`config.mk`:
```
export PLATFORM = sky130hd
export DESIGN_NAME = uart_regflag_ctrl
export DESIGN_NICKNAME = d
export VERILOG_FILES = /design/src/rtl/uart_rf_pkg.sv /design/src/rtl/uart_rf_tx.sv /design/src/rtl/uart_rf_rx.sv /design/src/rtl/uart_rf_status.sv /design/src/rtl/uart_regflag_ctrl.sv
export SDC_FILE = /design/constraint.sdc
export NUM_CORES = 1
export LEC_CHECK = 0
export ABC_AREA = 1
export BUFFER_PORTS_ARGS = -buffer_cell sky130_fd_sc_hd__buf_4
export CORE_MARGIN = 5
export CORE_UTILIZATION = 54
export DETAILED_ROUTE_END_ITERATION = 12
export PLACE_DENSITY_LB_ADDON = 0.2
export RECOVER_POWER = 50
export SLEW_MARGIN = 20
export SYNTH_ARGS = -nofsm -noshare
export SYNTH_HDL_FRONTEND = slang
export SYNTH_SLANG_ARGS = --single-unit
```
`constraint.sdc`:
```
create_clock -name clk_i -period 1.3 [get_ports clk_i]
set_input_delay 0 -clock clk_i [delete_from_list [all_inputs] [get_ports clk_i]]
set_output_delay 0 -clock clk_i [all_outputs]
set_load 0.02 [all_outputs]
```
`src/rtl/uart_rf_pkg.sv`:
```
package uart_rf_pkg;
   typedef enum logic [2:0] {
      PH_IDLE,
      PH_START,
      PH_DATA,
      PH_PAR,
      PH_STOP
   } phase_e;

   localparam logic [1:0] REG_TXD  = 2'd0;
   localparam logic [1:0] REG_RXD  = 2'd1;
   localparam logic [1:0] REG_STAT = 2'd2;
   localparam logic [1:0] REG_CTRL = 2'd3;

   localparam int ST_TXE = 0;
   localparam int ST_RXF = 1;
   localparam int ST_OVR = 2;
   localparam int ST_FRM = 3;
   localparam int ST_PAR = 4;
endpackage

```
`src/rtl/uart_rf_tx.sv`:
```
module uart_rf_tx
   import uart_rf_pkg::*;
#(
   parameter int DATA_W       = 8,
   parameter int CLKS_PER_BIT = 8
) (
   input  logic              clk_i,
   input  logic              rst_i,
   input  logic              wr_i,
   input  logic [DATA_W-1:0] wdata_i,
   input  logic              par_on_i,
   output logic              empty_o,
   output logic              line_o
);
   localparam int CNT_W = $clog2(CLKS_PER_BIT);
   localparam int BIT_W = $clog2(DATA_W);
   localparam logic [CNT_W-1:0] CNT_LAST = CNT_W'(CLKS_PER_BIT - 1);
   localparam logic [BIT_W-1:0] BIT_LAST = BIT_W'(DATA_W - 1);

   phase_e            phase;
   logic [DATA_W-1:0] hold;
   logic [DATA_W-1:0] tsr;
   logic              empty;
   logic              par_q;
   logic              pbit;
   logic              line;
   logic [CNT_W-1:0]  cnt;
   logic [BIT_W-1:0]  bitn;
   logic              tick;

   assign tick    = (cnt == CNT_LAST);
   assign empty_o = empty;
   assign line_o  = line;

   always_ff @(posedge clk_i) begin
      if (rst_i) begin
         hold  <= '0;
         tsr   <= '0;
         empty <= 1'b1;
         par_q <= 1'b0;
         pbit  <= 1'b0;
         line  <= 1'b1;
         cnt   <= '0;
         bitn  <= '0;
         phase <= PH_IDLE;
      end else begin
         // holding register and its empty flag; a write always wins
         if (wr_i) begin
            hold  <= wdata_i;
            empty <= 1'b0;
         end else if (phase == PH_IDLE && !empty) begin
            empty <= 1'b1;
         end

         case (phase)
            PH_IDLE: begin
               line <= 1'b1;
               if (!empty) begin
                  tsr   <= hold;
                  pbit  <= ^hold;
                  par_q <= par_on_i;
                  line  <= 1'b0;
                  cnt   <= '0;
                  phase <= PH_START;
               end
            end
            PH_START: begin
               if (tick) begin
                  cnt   <= '0;
                  bitn  <= '0;
                  line  <= tsr[0];
                  phase <= PH_DATA;
               end else begin
                  cnt <= cnt + 1'b1;
               end
            end
            PH_DATA: begin
               if (tick) begin
                  cnt <= '0;
                  if (bitn == BIT_LAST) begin
                     phase <= par_q ? PH_PAR : PH_STOP;
                     line  <= par_q ? pbit : 1'b1;
                  end else begin
                     bitn <= bitn + 1'b1;
                     tsr  <= tsr >> 1;
                     line <= tsr[1];
                  end
               end else begin
                  cnt <= cnt + 1'b1;
               end
            end
            PH_PAR: begin
               if (tick) begin
                  cnt   <= '0;
                  line  <= 1'b1;
                  phase <= PH_STOP;
               end else begin
                  cnt <= cnt + 1'b1;
               end
            end
            PH_STOP: begin
               if (tick) begin
                  cnt   <= '0;
                  phase <= PH_IDLE;
               end else begin
                  cnt <= cnt + 1'b1;
               end
            end
            default: phase <= PH_IDLE;
         endcase
      end
   end

   assert_wr_clears_empty_R2: assert property (@(posedge clk_i) disable iff (rst_i)
      wr_i |=> !empty_o);

   assert_load_sets_empty_R3: assert property (@(posedge clk_i) disable iff (rst_i)
      (phase == PH_IDLE && !empty_o && !wr_i) |=> (empty_o && !line_o));
endmodule

```
`src/rtl/uart_rf_rx.sv`:
```
module uart_rf_rx
   import uart_rf_pkg::*;
#(
   parameter int DATA_W       = 8,
   parameter int CLKS_PER_BIT = 8
) (
   input  logic              clk_i,
   input  logic              rst_i,
   input  logic              line_i,
   input  logic              par_on_i,
   output logic              done_o,
   output logic [DATA_W-1:0] data_o,
   output logic              frm_err_o,
   output logic              par_err_o
);
   localparam int CNT_W = $clog2(CLKS_PER_BIT);
   localparam int BIT_W = $clog2(DATA_W);
   localparam logic [CNT_W-1:0] CNT_LAST = CNT_W'(CLKS_PER_BIT - 1);
   localparam logic [CNT_W-1:0] CNT_HALF = CNT_W'(CLKS_PER_BIT / 2 - 1);
   localparam logic [BIT_W-1:0] BIT_LAST = BIT_W'(DATA_W - 1);

   phase_e            phase;
   logic              s1, s2, prev;
   logic [DATA_W-1:0] sr;
   logic [CNT_W-1:0]  cnt;
   logic [BIT_W-1:0]  bitn;
   logic              par_q;
   logic              pbit;
   logic              done, fe, pe;
   logic              tick;

   assign tick      = (cnt == CNT_LAST);
   assign done_o    = done;
   assign data_o    = sr;
   assign frm_err_o = fe;
   assign par_err_o = pe;

   always_ff @(posedge clk_i) begin
      if (rst_i) begin
         s1    <= 1'b1;
         s2    <= 1'b1;
         prev  <= 1'b1;
         sr    <= '0;
         cnt   <= '0;
         bitn  <= '0;
         par_q <= 1'b0;
         pbit  <= 1'b0;
         done  <= 1'b0;
         fe    <= 1'b0;
         pe    <= 1'b0;
         phase <= PH_IDLE;
      end else begin
         s1   <= line_i;
         s2   <= s1;
         prev <= s2;
         done <= 1'b0;
         case (phase)
            PH_IDLE: begin
               if (prev && !s2) begin
                  cnt   <= '0;
                  par_q <= par_on_i;
                  phase <= PH_START;
               end
            end
            PH_START: begin
               if (cnt == CNT_HALF) begin
                  cnt  <= '0;
                  bitn <= '0;
                  phase <= s2 ? PH_IDLE : PH_DATA;
               end else begin
                  cnt <= cnt + 1'b1;
               end
            end
            PH_DATA: begin
               if (tick) begin
                  cnt <= '0;
                  sr  <= {s2, sr[DATA_W-1:1]};
                  if (bitn == BIT_LAST) begin
                     phase <= par_q ? PH_PAR : PH_STOP;
                  end else begin
                     bitn <= bitn + 1'b1;
                  end
               end else begin
                  cnt <= cnt + 1'b1;
               end
            end
            PH_PAR: begin
               if (tick) begin
                  cnt   <= '0;
                  pbit  <= s2;
                  phase <= PH_STOP;
               end else begin
                  cnt <= cnt + 1'b1;
               end
            end
            PH_STOP: begin
               if (tick) begin
                  cnt   <= '0;
                  done  <= 1'b1;
                  fe    <= ~s2;
                  pe    <= par_q & (^sr ^ pbit);
                  phase <= PH_IDLE;
               end else begin
                  cnt <= cnt + 1'b1;
               end
            end
            default: phase <= PH_IDLE;
         endcase
      end
   end
endmodule

```
`src/rtl/uart_rf_status.sv`:
```
module uart_rf_status #(
   parameter int DATA_W = 8
) (
   input  logic              clk_i,
   input  logic              rst_i,
   input  logic              done_i,
   input  logic [DATA_W-1:0] data_i,
   input  logic              frm_err_i,
   input  logic              par_err_i,
   input  logic              rd_data_i,
   input  logic              clr_wr_i,
   input  logic [2:0]        keep_mask_i,
   output logic [DATA_W-1:0] rxd_o,
   output logic              full_o,
   output logic              ovr_o,
   output logic              frm_o,
   output logic              par_o
);
   logic [DATA_W-1:0] rxd;
   logic              full, ovr, frm, par;
   logic              any_err;
   logic [2:0]        clr;

   assign any_err = frm_err_i | par_err_i;
   assign clr     = clr_wr_i ? ~keep_mask_i : 3'b000;

   always_ff @(posedge clk_i) begin
      if (rst_i) begin
         rxd  <= '0;
         full <= 1'b0;
         ovr  <= 1'b0;
         frm  <= 1'b0;
         par  <= 1'b0;
      end else begin
         // copy unless the frame overran unread data
         if (done_i && !full) rxd <= data_i;

         if (done_i && !full && !any_err) full <= 1'b1;
         else if (rd_data_i)              full <= 1'b0;

         ovr <= (ovr & ~clr[0]) | (done_i & full);
         frm <= (frm & ~clr[1]) | (done_i & frm_err_i);
         par <= (par & ~clr[2]) | (done_i & par_err_i);
      end
   end

   assign rxd_o  = rxd;
   assign full_o = full;
   assign ovr_o  = ovr;
   assign frm_o  = frm;
   assign par_o  = par;

   assert_clean_copy_R6: assert property (@(posedge clk_i) disable iff (rst_i)
      (done_i && !full_o && !any_err) |=> (full_o && rxd_o == $past(data_i)));

   assert_err_keeps_full_R7: assert property (@(posedge clk_i) disable iff (rst_i)
      (done_i && (any_err || full_o) && !rd_data_i) |=> (full_o == $past(full_o)));

   assert_err_still_copies_R8: assert property (@(posedge clk_i) disable iff (rst_i)
      (done_i && !full_o && any_err) |=> (rxd_o == $past(data_i) && !full_o));

   assert_overrun_blocks_R9: assert property (@(posedge clk_i) disable iff (rst_i)
      (done_i && full_o) |=> ($stable(rxd_o) && ovr_o));

   assert_read_clears_R10: assert property (@(posedge clk_i) disable iff (rst_i)
      (rd_data_i && !done_i) |=> !full_o);

   assert_flags_sticky_R11: assert property (@(posedge clk_i) disable iff (rst_i)
      (!done_i && !clr_wr_i) |=> ($stable(ovr_o) && $stable(frm_o) && $stable(par_o)));
endmodule

```
`src/rtl/uart_regflag_ctrl.sv`:
```
module uart_regflag_ctrl
   import uart_rf_pkg::*;
#(
   parameter int DATA_W       = 8,
   parameter int CLKS_PER_BIT = 8,
   parameter bit PARITY_OPT   = 1'b1
) (
   input  logic              clk_i,
   input  logic              rst_i,
   input  logic              wr_i,
   input  logic              rd_i,
   input  logic [1:0]        addr_i,
   input  logic [DATA_W-1:0] wdata_i,
   output logic [DATA_W-1:0] rdata_o,
   input  logic              rx_i,
   output logic              tx_o
);
   initial begin
      if (CLKS_PER_BIT < 4) $error("CLKS_PER_BIT must be at least 4");
      if (DATA_W < 5)       $error("DATA_W must hold the five status bits");
   end

   logic              wr_txd, rd_rxd, wr_stat, wr_ctrl;
   logic              par_on;
   logic              tx_empty;
   logic              rx_done, rx_fe, rx_pe;
   logic [DATA_W-1:0] rx_word;
   logic [DATA_W-1:0] rxd;
   logic              rx_full, f_ovr, f_frm, f_par;

   assign wr_txd  = wr_i && addr_i == REG_TXD;
   assign rd_rxd  = rd_i && addr_i == REG_RXD;
   assign wr_stat = wr_i && addr_i == REG_STAT;
   assign wr_ctrl = wr_i && addr_i == REG_CTRL;

   generate
      if (PARITY_OPT) begin : g_par
         logic ctrl_par;
         always_ff @(posedge clk_i) begin
            if (rst_i)        ctrl_par <= 1'b0;
            else if (wr_ctrl) ctrl_par <= wdata_i[0];
         end
         assign par_on = ctrl_par;
      end else begin : g_nopar
         assign par_on = 1'b0;
      end
   endgenerate

   uart_rf_tx #(.DATA_W(DATA_W), .CLKS_PER_BIT(CLKS_PER_BIT)) u_tx (
      .clk_i    (clk_i),
      .rst_i    (rst_i),
      .wr_i     (wr_txd),
      .wdata_i  (wdata_i),
      .par_on_i (par_on),
      .empty_o  (tx_empty),
      .line_o   (tx_o)
   );

   uart_rf_rx #(.DATA_W(DATA_W), .CLKS_PER_BIT(CLKS_PER_BIT)) u_rx (
      .clk_i     (clk_i),
      .rst_i     (rst_i),
      .line_i    (rx_i),
      .par_on_i  (par_on),
      .done_o    (rx_done),
      .data_o    (rx_word),
      .frm_err_o (rx_fe),
      .par_err_o (rx_pe)
   );

   uart_rf_status #(.DATA_W(DATA_W)) u_stat (
      .clk_i       (clk_i),
      .rst_i       (rst_i),
      .done_i      (rx_done),
      .data_i      (rx_word),
      .frm_err_i   (rx_fe),
      .par_err_i   (rx_pe),
      .rd_data_i   (rd_rxd),
      .clr_wr_i    (wr_stat),
      .keep_mask_i ({wdata_i[ST_PAR], wdata_i[ST_FRM], wdata_i[ST_OVR]}),
      .rxd_o       (rxd),
      .full_o      (rx_full),
      .ovr_o       (f_ovr),
      .frm_o       (f_frm),
      .par_o       (f_par)
   );

   always_comb begin
      rdata_o = '0;
      case (addr_i)
         REG_RXD:  rdata_o = rxd;
         REG_STAT: begin
            rdata_o[ST_TXE] = tx_empty;
            rdata_o[ST_RXF] = rx_full;
            rdata_o[ST_OVR] = f_ovr;
            rdata_o[ST_FRM] = f_frm;
            rdata_o[ST_PAR] = f_par;
         end
         REG_CTRL: rdata_o[0] = par_on;
         default:  rdata_o = '0;
      endcase
   end
endmodule

```
==> impl_summary.log <==
INFO  metric synth_top_area_cell = dfxtp_1
INFO  metric combinationalPowerShare = 0.393
INFO  metric switching_share = 0.376
INFO  metric power.internal = 0.00441 W
INFO  metric setup-violations-final = 20
INFO  metric synth-edff-count = 0
INFO  metric synthFlopType = dfxtp_1
INFO  metric result_of_the_run = finished, violations left
INFO  metric cts_inserted_buffers = 9
INFO  metric sequentialPowerShare = 0.354
INFO  metric sum_of_negative_setup_slack = -0.535 ns
INFO  metric final_layout_size_suffix_gt1_frac = 0.353
INFO  metric chipHeight = 88.4 µm
INFO  metric core = slightly below 6000 µm²
INFO  metric die_width = a little under 90 µm
INFO  metric insertion_delay = 0.35 ns
INFO  metric ir_worst_vdd = 1170 µV
INFO  metric drt_pass1_iterations = 4
INFO  metric startpoint = u_tx.cnt[0]
INFO  metric critical_path_peak_fanout = 5
INFO  metric crit_type = reg -> reg
INFO  metric startpoint_type = register
INFO  metric path_clk_slew = 0.08 ns
INFO  metric drt_iter0_markers = 116
INFO  metric timing.critical_path.to_type = register
INFO  metric detailedPlacementHpwl = 5270 µm
INFO  metric grtUsageTotal = 0.221
INFO  metric postLayoutCellArea = between 4000 and 5000 µm²
INFO  metric yosys.cell_types.count = 32
INFO  metric gr-total-overflow = 0
INFO  metric hp-class = in -> reg
INFO  metric p_per_area = 1520 nW/µm²
INFO  metric synth_nets = 501
INFO  metric violations = setup timing
INFO  metric layout.cells.most_common = nand2_1
INFO  metric starting_utilization_of_the_core_area = 0.557
INFO  metric cts_tree = built
INFO  metric drt.antenna.violating_nets = 0
INFO  metric numClockSinks = 67
INFO  metric synth.yosys.warnings = 0
INFO  metric area_enclosed_by_the_die_boundary = around 8000 µm²
INFO  metric crit_arrival = 1.65 ns
INFO  metric finalMaxSlewViolations = 0
INFO  metric clock_root_buffer = clkbuf_8
INFO  metric antenna_violations_before_repair = 0
INFO  metric hold_path_startpoint = rst_i
INFO  metric postSynthAreaPerCell = 7.07 µm²
INFO  metric synth_to_final_area_change = 40.4%
INFO  metric route.detailed.drc = 0
INFO  metric place.port_buffers = 23
INFO  metric min_period_over_period = 1.06
INFO  metric synth_area = approximately 3300 µm²
INFO  metric most-common-layout-cells = nand2_1 (104), buf_4 (49), dfxtp_1 (43)
INFO  metric synth_sequential_area_ratio = 0.405
INFO  metric worst_clock_skew = 0.0129 ns
INFO  metric clock_tree.buffer_depth = 2
INFO  metric grt_max_degree = 26
INFO  metric setup.reg_to_reg.worst_slack = -0.07 ns
INFO  metric synthTopCellsByArea = dfxtp_1 (40%), nand2_1 (13%), a21oi_1 (7.1%)
INFO  metric wire_length_of_the_first_global_routing_pass = 13,900 µm
INFO  metric fmax = 0.728 GHz
INFO  metric period_needed = 1.37 ns
INFO  metric average_detailed_routed_wire_length_per_instance = about 14 µm
INFO  metric async_set_or_reset_flop_fraction_in_the_synthesized_netlist = 0
INFO  metric r2r_cells = 7
INFO  metric ys_seq_elements = 67
INFO  metric num_rows = 28
INFO  metric postPlaceCellArea = 3770 µm²
INFO  metric critical_path.reg2reg.endpoint = u_tx.phase[2]
INFO  metric worst-slew-pin-transition = 0.291 ns
INFO  metric max_slew_margin = 0.806
INFO  metric antennaDiodeCount = 0
INFO  metric rr_startpoint = u_tx.cnt[0]
INFO  metric cap_violations = 0
INFO  metric leakage_power = 1.96 nW
INFO  metric synth_cells = 469
INFO  metric route.detailed.vias_per_inst = 5.32
INFO  metric timing_hold_violations_final = 0
INFO  metric power.share.clock = 0.254
INFO  metric routed_wirelength = 8640 µm
INFO  metric synth_top_area_frac = 0.405
INFO  metric final_net_count = 577
INFO  metric routed-via-count = 3,328
INFO  metric grt_pass1_vias = between 3,000 and 4,000
INFO  metric p_switching = 0.00266 W
INFO  metric htree_levels = 3
INFO  metric final.setup.worst_slack = -0.0739 ns
INFO  metric floorplan.io_pins = 24
INFO  metric place.gp.congestion = 0.853
INFO  metric unrepaired_setup_endpoints_after_global_routing = yes
INFO  metric endpoint = u_tx.phase[2]
INFO  metric worstPathRequired = 1.58 ns
==> final cells by class <==
type / count / area [µm²]
clock buffer: 10 / 138
clock inverter: 6 / 63.8
fill: 410 / 1300
inverter: 55 / 221
multi-input combinational: 337 / 2140
sequential: 67 / 1390
tap: 75 / 93.8
timing repair buffer: 75 / 613
==> cell families after synthesis <==
kind of cell / count (synthesis) / synth area share
AND/OR/NAND/NOR: 197 / 0.248
AO/OA/AOI/OAI: 115 / 0.187
flip-flops: 67 / 0.405
buffers and inverters: 66 / 0.0781
adder cells (fa/ha/maj): 17 / 0.0641
XOR/XNOR: 7 / 0.0185
==> Yosys cell counts, drive strengths merged, types with 3 or more instances <==
cell,number
a21oi,48
a31oi,7
buf,4
clkbuf,7
dfxtp,67
ha,17
inv,54
nand2,120
nand3,20
nor2,53
o21ai,51
o22ai,3
xnor2,6
==> state kept, by name (all words and copies together), names as in the netlist, 3 cells and up <==
name	count
u_stat.rxd_o	8
u_tx.tsr	8
u_tx.hold	8
u_rx.data_o	8
u_tx.cnt	3
u_rx.phase	3
u_tx.bitn	3
u_tx.phase	3
u_rx.cnt	3
u_rx.bitn	3
==> stage by stage <==
| stage | hold WS (ns) | setup WS, ns | total power, W | util | instances |
|---|---|---|---|---|---|
| 6_report | 0.0979 | -0.0739 | 0.00707 | 0.782 | 625 |
| 5_1_grt | 0.113 | -0.185 | 0.00754 | 0.782 | 625 |
| 4_1_cts | 0.0952 | -0.0611 | 0.00652 | 0.713 | 614 |
| 3_5_place_dp | 0.214 | -0.134 | 0.00449 | 0.632 | 581 |
| 3_3_place_gp | 0.205 | -0.0474 | 0.00442 | 0.632 | 581 |
| 2_1_floorplan | 0.104 | -0.00515 | 0.00384 | - | 469 |
==> what timing repair did <==
| item | CTS | global route |
|---|---|---|
| pin swaps | 17 | 31 |
| setup endpoints to repair | 36 | 41 |
| setup buffers | 4 | 10 |
| resized for setup | 36 | 112 |
| hold endpoints to repair | 14 | 0 |
| hold buffers | 12 | 0 |
| cloned | 1 | 1 |
==> worst max-delay path: stages, from the launching register on <==
cell and delay, ns:
dfxtp_2 0.36, ha_4 0.16, ha_4 0.17, buf_4 0.13
o22ai_4 0.07, nor2_4 0.17, nand4_1 0.11, a21oi_1 0.14
==> layer usage <==
layer	part of all wire	global-route usage	wire length [µm]
met2	0.53	0.394	4560
met5	0	0	0
met1	0.43	0.252	3670
met4	0.022	0.104	186
met3	0.026	0.0456	221
==> how the worst min path moves through the flow <==
stage	endpoint	slack, ns	depth (start not counted)
6_report	u_rx.par_err_o	0.1	3
3_3_place_gp	u_rx.s1	0.21	2
3_5_place_dp	u_rx.s1	0.21	2
2_1_floorplan	u_rx.s1	0.10	1
5_1_grt	u_rx.par_err_o	0.11	3
4_1_cts	u_tx.cnt[0]	0.1	3
==> power by group through the flow <==
stage / Clock [W] / Combinational [W] / Sequential [W]
3_3_place_gp: 0 / 0.00195 / 0.00247
5_1_grt: 0.00192 / 0.00309 / 0.00253
6_report: 0.00179 / 0.00278 / 0.00250
4_1_cts: 0.00181 / 0.00226 / 0.00246
2_1_floorplan: 0 / 0.00136 / 0.00247
3_5_place_dp: 0 / 0.00201 / 0.00248
(Power assumes the default switching activity.)
